--- src/rtl/nbr_pkg.sv ---
package nbr_pkg;
    typedef enum logic [2:0] {
        OC_IDLE,
        OC_SEQ,
        OC_JUMP,
        OC_JUMP_SKIP,
        OC_STEP_SKIP
    } outcome_e;

    localparam logic [3:0] COND_NEVER  = 4'h0;
    localparam logic [3:0] COND_ALWAYS = 4'h8;

    // comparison field values
    localparam int FCC_EQ = 0;
    localparam int FCC_LT = 1;
    localparam int FCC_GT = 2;
    localparam int FCC_UN = 3;
endpackage

--- src/rtl/nbr_fcc_pick.sv ---
module nbr_fcc_pick #(
    parameter int FSR_W = 64
) (
    input  logic [FSR_W-1:0] fsr,
    input  logic             sel_en,
    input  logic [1:0]       sel,
    output logic [1:0]       fcc
);
    localparam int NFIELD = 4;
    // low bit of each field; positions are fixed by the status word layout
    localparam int FIELD_LO [NFIELD] = '{10, 32, 34, 36};

    logic [1:0] fields [NFIELD];

    for (genvar g = 0; g < NFIELD; g++) begin : g_field
        assign fields[g] = fsr[FIELD_LO[g] +: 2];
    end

    logic [1:0] idx;
    assign idx = sel_en ? sel : 2'd0;
    assign fcc = fields[idx];
endmodule

--- src/rtl/nbr_fcc_eval.sv ---
module nbr_fcc_eval (
    input  logic [3:0] cond,
    input  logic [1:0] fcc,
    output logic       ok
);
    // mask bit n set => taken when field value is n (E=0, L=1, G=2, U=3)
    logic [3:0] mask;

    always_comb begin
        unique case (cond)
            4'h0: mask = 4'b0000;
            4'h1: mask = 4'b1110;
            4'h2: mask = 4'b0110;
            4'h3: mask = 4'b1010;
            4'h4: mask = 4'b0010;
            4'h5: mask = 4'b1100;
            4'h6: mask = 4'b0100;
            4'h7: mask = 4'b1000;
            4'h8: mask = 4'b1111;
            4'h9: mask = 4'b0001;
            4'hA: mask = 4'b1001;
            4'hB: mask = 4'b0101;
            4'hC: mask = 4'b1101;
            4'hD: mask = 4'b0011;
            4'hE: mask = 4'b1011;
            4'hF: mask = 4'b0111;
            default: mask = 4'b0000;
        endcase
    end

    assign ok = mask[fcc];
endmodule

--- src/rtl/nbr_target.sv ---
module nbr_target #(
    parameter int ADDR_W = 64,
    parameter int DISP_W = 22
) (
    input  logic [ADDR_W-1:0] base,
    input  logic [DISP_W-1:0] disp,
    output logic [ADDR_W-1:0] target
);
    localparam int EXT_W = ADDR_W - DISP_W - 2;

    logic [ADDR_W-1:0] offset;
    assign offset = {{EXT_W{disp[DISP_W-1]}}, disp, 2'b00};
    assign target = base + offset;
endmodule

--- src/rtl/nbr_nextpc.sv ---
module nbr_nextpc
    import nbr_pkg::*;
#(
    parameter int ADDR_W = 64,
    parameter int DISP_W = 22,
    parameter int FSR_W  = 64,
    parameter int INSN_B = 4
) (
    input  logic              clk,
    input  logic              rst_n,
    input  logic              br_valid,
    input  logic              br_is_fp,
    input  logic              br_sel_en,
    input  logic [1:0]        br_fcc_sel,
    input  logic [3:0]        br_cond,
    input  logic              br_annul,
    input  logic [DISP_W-1:0] br_disp,
    input  logic              int_cond_ok,
    input  logic [ADDR_W-1:0] pc,
    input  logic [ADDR_W-1:0] npc,
    input  logic [ADDR_W-1:0] nnpc,
    input  logic [FSR_W-1:0]  fsr,
    output logic              out_valid,
    output logic [ADDR_W-1:0] new_npc,
    output logic [ADDR_W-1:0] new_nnpc,
    output logic              squash
);
    localparam logic [ADDR_W-1:0] STEP1 = ADDR_W'(INSN_B);
    localparam logic [ADDR_W-1:0] STEP2 = ADDR_W'(2 * INSN_B);

    logic [1:0]        fcc;
    logic              fp_ok;
    logic [ADDR_W-1:0] target;

    nbr_fcc_pick #(.FSR_W(FSR_W)) u_pick (
        .fsr    (fsr),
        .sel_en (br_sel_en),
        .sel    (br_fcc_sel),
        .fcc    (fcc)
    );

    nbr_fcc_eval u_eval (
        .cond (br_cond),
        .fcc  (fcc),
        .ok   (fp_ok)
    );

    nbr_target #(.ADDR_W(ADDR_W), .DISP_W(DISP_W)) u_tgt (
        .base   (pc),
        .disp   (br_disp),
        .target (target)
    );

    // classification of the presented request
    outcome_e st, st_nxt;
    logic     cond_ok;

    assign cond_ok = br_is_fp ? fp_ok : int_cond_ok;

    always_comb begin
        if (!br_valid)
            st_nxt = OC_IDLE;
        else if (br_cond == COND_ALWAYS)
            st_nxt = br_annul ? OC_JUMP_SKIP : OC_JUMP;
        else if (br_cond == COND_NEVER)
            st_nxt = br_annul ? OC_STEP_SKIP : OC_SEQ;
        else if (cond_ok)
            st_nxt = OC_JUMP;
        else
            st_nxt = br_annul ? OC_STEP_SKIP : OC_SEQ;
    end

    // state register and captured addresses
    logic [ADDR_W-1:0] r_npc, r_nnpc, r_tgt;

    always_ff @(posedge clk or negedge rst_n) begin
        if (!rst_n) begin
            st     <= OC_IDLE;
            r_npc  <= '0;
            r_nnpc <= '0;
            r_tgt  <= '0;
        end else begin
            st     <= st_nxt;
            r_npc  <= npc;
            r_nnpc <= nnpc;
            r_tgt  <= target;
        end
    end

    // outputs from state
    always_comb begin
        out_valid = 1'b1;
        squash    = 1'b0;
        new_npc   = '0;
        new_nnpc  = '0;
        unique case (st)
            OC_IDLE: begin
                out_valid = 1'b0;
            end
            OC_SEQ: begin
                new_npc  = r_npc;
                new_nnpc = r_nnpc;
            end
            OC_JUMP: begin
                new_npc  = r_npc;
                new_nnpc = r_tgt;
            end
            OC_JUMP_SKIP: begin
                new_npc  = r_tgt;
                new_nnpc = r_tgt + STEP1;
                squash   = 1'b1;
            end
            OC_STEP_SKIP: begin
                new_npc  = r_npc + STEP1;
                new_nnpc = r_npc + STEP2;
                squash   = 1'b1;
            end
            default: begin
                out_valid = 1'b0;
            end
        endcase
    end
endmodule

--- config.mk ---
export PLATFORM = sky130hd
export DESIGN_NAME = nbr_nextpc
export DESIGN_NICKNAME = d
export VERILOG_FILES = /design/src/rtl/nbr_pkg.sv /design/src/rtl/nbr_fcc_pick.sv /design/src/rtl/nbr_fcc_eval.sv /design/src/rtl/nbr_target.sv /design/src/rtl/nbr_nextpc.sv
export SDC_FILE = /design/constraint.sdc
export NUM_CORES = 1
export LEC_CHECK = 0
export BUFFER_PORTS_ARGS = -buffer_cell sky130_fd_sc_hd__buf_2
export CAP_MARGIN = 20
export CORE_MARGIN = 2
export CORE_UTILIZATION = 54
export DETAILED_ROUTE_END_ITERATION = 16
export GPL_TIMING_DRIVEN = 0
export PLACE_DENSITY = 0.82
export SLEW_MARGIN = 25
export SYNTH_ARGS = -nofsm -noshare
export SYNTH_HDL_FRONTEND = slang
export SYNTH_HIERARCHICAL = 1
export SYNTH_SLANG_ARGS = --single-unit
--- constraint.sdc ---
create_clock -name clk -period 3.9 [get_ports clk]
set_clock_uncertainty 0.2 [all_clocks]
set_input_delay 0.585 -clock clk [delete_from_list [all_inputs] [get_ports clk]]
set_output_delay 0.585 -clock clk [all_outputs]
set_load 0.01 [all_outputs]
## Yosys cells after proc, flatten, opt, wreduce, memory -nomap -nowiden

Memories as Yosys holds them, arrays and structs flattened.
Index checks and enable logic that the tools add are counted.

| word-level totals | value |
|---|---|
| logic and storage cells | 38 |
| memory bits (read-only) | 64 |
| flip-flop bits (word level) | 195 |
| memories | 1 |

| operators by class | value |
|---|---|
| equality and inequality tests | 5 |
| muxes and demuxes | 17 |
| $lt $le $gt $ge | 2 |
| add/sub/neg operators | 4 |
| reductions and logical operators | 4 |
| bitwise operators | 1 |

Memories:

| memory | words | width | rd ports | clocked after memory_dff | wr ports | line | RTL |
|---|---|---|---|---|---|---|---|
| (no name shown) | 16 | 4 | 1 | 0 | 0 | nbr_fcc_eval.sv:10 | `unique case (cond)` |

Operator list:

| operator | number |
|---|---|
| one-hot mux 64 bit (4 select lines) | 1 |
| one-hot mux 64 bit (3 select lines) | 1 |
| adder 64 x 3 -> 64 bit (second input constant) | 2 |
| adder 64 x 4 -> 64 bit (second input constant) | 1 |
| adder 64 bit | 1 |
| two-way mux 3 bit | 5 |
| equality test 3 x 2 -> 1 bit (second input constant) | 2 |
| two-way mux 2 bit | 3 |
| two-way mux 1 bit | 5 |
| binary-select mux 2 bit (select 2 bit) | 1 |
| equality test 4 bit (second input constant) | 1 |
| zero test 4 bit | 1 |
| OR reduction 2 bit | 2 |
| OR reduction 4 bit | 1 |
| equality test 3 x 1 -> 1 bit (second input constant) | 1 |
| equality test 3 bit (second input constant) | 1 |
| >= comparator 3 bit (second input constant) | 1 |
| < comparator 2 x 3 -> 1 bit (second input constant) | 1 |
| inverter 2 -> 3 bit | 1 |
| binary-select mux 1 bit (select 2 bit) | 1 |

## Longest topological paths before layout

| logic depth | value |
|---|---|
| depth in word-level cells | 12 |
| gate-level depth with buffers | 13 |
| mapped depth without buffers | 13 |

## By module

The synthesis kept the hierarchy.

Modules (own cells, without submodules):

| module | cells an instance | area each (um^2) | seq. area each (um^2) | times used |
|---|---|---|---|---|
| nbr_nextpc | 1,269 | 11,820.1 | 4,879.7 | 1 |
| nbr_target | 504 | 3,463.3 | 0.0 | 1 |
| nbr_fcc_eval | 15 | 112.6 | 0.0 | 1 |
| nbr_fcc_pick | 11 | 101.3 | 0.0 | 1 |

## Worst setup path after synthesis

Ideal clock, no wire load.

| timing | value |
|---|---|
| path type | input to register |
| from | in pc[2] |
| to | reg r_tgt[62] |
| data required time | 3.621 ns |
| library setup time | 0.079 ns |
| setup slack | 0.327 ns |
| arrival time | 3.293 ns |
| stages | 13 |
| path buffers | 0 |
| path through | ha_1 inv_1 fa_1 and2b_1 o2111ai_1 a21oi_1 a221o_2 a211o_1 a21o_2 a41oi_4 o31a_2 o41ai_1 xor2_1 |

| between the ends | value |
|---|---|
| word-level cells in the longest chain between the ends | 1 |

Ends and longest elaborated chain:

| item | line | RTL |
|---|---|---|
| start, declared | nbr_nextpc.sv:19 | `input logic [ADDR_W-1:0] pc,` |
| adder 64 bit | nbr_target.sv:13 | `assign target = base + offset;` |
| via target[62] | nbr_nextpc.sv:33 | `logic [ADDR_W-1:0] target;` |
| end signal, assigned | nbr_nextpc.sv:86 | `r_tgt <= target;` |
| end, declared | nbr_nextpc.sv:74 | `logic [ADDR_W-1:0] r_npc, r_nnpc, r_tgt;` |

The timed path passes the listed nets, and every way through them passes these cells.

## Final worst setup path

| timing | value |
|---|---|
| from | reg r_npc[17] |
| to | out new_nnpc[58] |

| between the ends | value |
|---|---|
| word-level cells in the longest chain between the ends | 2 |

Ends and longest elaborated chain:

| item | line | RTL |
|---|---|---|
| start, declared | nbr_nextpc.sv:74 |  |
| start signal, assigned | nbr_nextpc.sv:84 | `r_npc <= npc;` |
| adder 64 x 4 -> 64 bit | nbr_nextpc.sv:115 | `new_nnpc = r_npc + STEP2;` |
| one-hot mux 64 bit (4 select lines) | nbr_nextpc.sv:96 | `unique case (st)` |
| end, declared | nbr_nextpc.sv:25 | `output logic [ADDR_W-1:0] new_nnpc,` |

No other way between the ends.

==> metrics.cfg <==
[timing]
slew-limit-headroom = 0.321
finalSetupViolations = 9
period_share = 1.02
min_period_ns = 4.00
worst_slack_ns = -0.0963
fmax_mhz = 250
final_max_slew_viol_count = 0
rsz0062_at_grt = true
hold_viol = 0
worst_slew_pin_slew_ns = 1.02

[cells_and_area]
area_growth_pct = 24.3
fillers = 2400
final_cell_mix = buf_2, dfrtp_1, nand2_1, xnor2_1, nor2_1
drive_gt1_frac = 0.285
layout.cells.non_filler = 2615
final_common_cell = buf_2
nNetsFinal = 2575

[setup_path]
cp-start-kind = flop
arrival_ns = 3.21
crit_required_ns = 3.12
slowest_delay_ns = 0.51
cp_slowest_cell = dfrtp_1
crit_fanout = 7
path_cells = nand3_2 -> nor4_4 -> nand2_1 -> o31a_1 -> o21ai_0 -> o211ai_1 -> buf_2
crit_type = flop to output port
cp-end-kind = output port

[clocking]
cts_inserted_buffers = 17
ctsHtreeMaxLevel = 4
cts.path.max_buffers = 2
clock-sinks = 195
clk_pin_slew_ns = 0.08
cts_tree = done
cts_root_buf = clkbuf_16

[place]
dpl.cell_count = 2547
port_buffers = 362
dp_hpwl_um = 53500
place_congestion = 1.08
dpl_worst_slack_ns = -0.565

[floorplan]
die_h_um = 173
io-pin-count = 421
die_w_um = 173
dieArea_mm2 = 0.0301
placementRows = 62
core_mm2 = 0.0285
start_util = 0.544

[drt]
via_count = 17630
via_per_inst = 6.74
dr.first_iter.drc_count = 2880
wl_per_cell_um = 26.3
route.detailed.drc = 0
firstDrtPassIters = 7
ant_nets = 0
drt_wl_total_um = 68900

[grt]
grt_overflow_total = 0
grt_pass1_wl_um = 101000
grt_usage = 0.444
met1_usage = 0.604
use_met3 = 0.113
antenna_found_initial = 3
grt_busiest_layer = met2
met2_usage = 0.662
first_global_vias = 16519
grt_max_degree = 91

[synth]
netlist_area_mm2 = 0.0155
synth_nets = 2158
ys_types = 91
synth.avg_cell_area_um2 = 8.61
yosysWarnings = 6
ys_ff_latch = 195
ys.flop_type = dfrtp_1
seq_area_frac_synth = 0.315
synth_edf_count = 0
synth_cells = 1799
ys_async_sr_fraction = 1.00

[pwr]
p_leak_nw = 8.29
power_density_mw_per_mm2 = 352
peakVddDrop_mv = 0.329

[hold_path]
holdPathStages = 1
hold_end = r_nnpc[5]
worstHoldPathType = input pin to flop
hp-start = nnpc[5]

[status]
outcome = finished, violations left
violations = negative setup slack

[job]
cap_violations = 0

==> sequential cells by signal, summed over array words and instances, names as in the netlist <==
| signal | cells |
|---|---|
| st | 3 |
| r_nnpc | 64 |
| r_tgt | 64 |
| r_npc | 64 |
==> cells in the mapped netlist, types with 23 or more instances <==
master	instances	share of area
inv_1	33	0.0080
a21o_1	33	0.016
clkbuf_1	90	0.022
and3_1	26	0.010
xnor2_1	122	0.069
mux2_2	35	0.025
nor2_1	118	0.029
o221ai_1	23	0.013
ha_1	67	0.054
o21ai_0	97	0.031
nand3_1	84	0.027
a21oi_1	69	0.022
buf_2	32	0.010
nor3_1	41	0.013
nand4_1	86	0.035
a22oi_1	78	0.038
xor2_1	93	0.053
nand2_1	142	0.034
o22ai_1	34	0.014
dfrtp_1	195	0.31
nor4_1	25	0.010
==> final cells by class <==
| class | instances | area (um2) | area share |
|---|---|---|---|
| timing repair buffer | 410 | 2230 | 0.116 |
| tap | 384 | 480 | 0.0249 |
| buffer | 128 | 644 | 0.0335 |
| multi-input combinational | 1429 | 10300 | 0.534 |
| inverter | 35 | 131 | 0.00682 |
| clock inverter | 11 | 115 | 0.00598 |
| sequential | 195 | 4890 | 0.254 |
| antenna | 2 | 5.00 | 0.000260 |
| clock buffer | 21 | 470 | 0.0244 |
==> worst max path at each step <==
| stage | startpoint | end | slack, ns | cells past startpoint |
|---|---|---|---|---|
| after floorplan | pc[2] | r_tgt[62] | 0.33 | 13 |
| after global placement | rst_n | r_tgt[10] | -0.83 | 1 |
| after detailed placement | st[0] | new_nnpc[37] | -0.56 | 8 |
| after CTS | r_npc[21] | new_npc[33] | -0.02 | 8 |
| after global routing | r_tgt[2] | new_nnpc[58] | -0.09 | 9 |
| final | r_npc[17] | new_nnpc[58] | -0.1 | 7 |
==> what timing repair did <==
action                                 CTS  global route
setup endpoints to repair              106            72
endpoints found under the hold margin   30             0
pin swaps                               12            22
buffers inserted                        22            23
hold buffers                             1             0
gates resized for setup                 65            75
==> cell families (layout without fill, tap and decap cells) <==
kind of cell,count (synthesis),after routing,share of synthesized area
AO/OA/AOI/OAI,475,475,0.214
XOR/XNOR,215,215,0.122
adder cells (fa/ha/maj),68,68,0.0554
buffers and inverters,175,605,0.0472
flip-flops,195,195,0.315
multiplexers,54,54,0.0377
other,0,2,0
AND/OR/NAND/NOR,617,617,0.210
==> per-stage QoR <==
step | setup TNS, ns | area, um2 | power [mW] | hold slack [ns] | util
2_1_floorplan | 0 | 15500 | 3.80 | 0.0894 | -
5_1_grt | -0.388 | 19300 | 6.99 | 0.0125 | 0.676
3_3_place_gp | -169.86 | 17800 | 4.76 | 0.493 | 0.625
3_5_place_dp | -16.60 | 17900 | 4.80 | 0.264 | 0.628
6_report | -0.242 | 19300 | 6.77 | 0.0268 | 0.676
4_1_cts | -0.0271 | 18900 | 6.60 | 0.0285 | 0.663
==> metal layers <==
| layer | vias to the layer above | wire, um |
|---|---|---|
| met5 | - | 11 |
| li1 | 7550 | - |
| met2 | 1496 | 29400 |
| met1 | 8305 | 26400 |
| met3 | 277 | 9230 |
| met4 | 2 | 3880 |
==> worst max-delay path, delay by kind of cell, from the launching register on <==
| family | cells | cell delay, ns |
|---|---|---|
| flip-flops | 1 | 0.51 |
| AO/OA/AOI/OAI | 3 | 1.03 |
| buffers and inverters | 1 | 0.19 |
| AND/OR/NAND/NOR | 3 | 1.02 |
==> report_power, final <==
part | internal (mW) | switching, mW
logic | 0.899 | 1.44
clock network | 0.949 | 0.844
registers | 2.23 | 0.412
(Power assumes the default switching activity.)
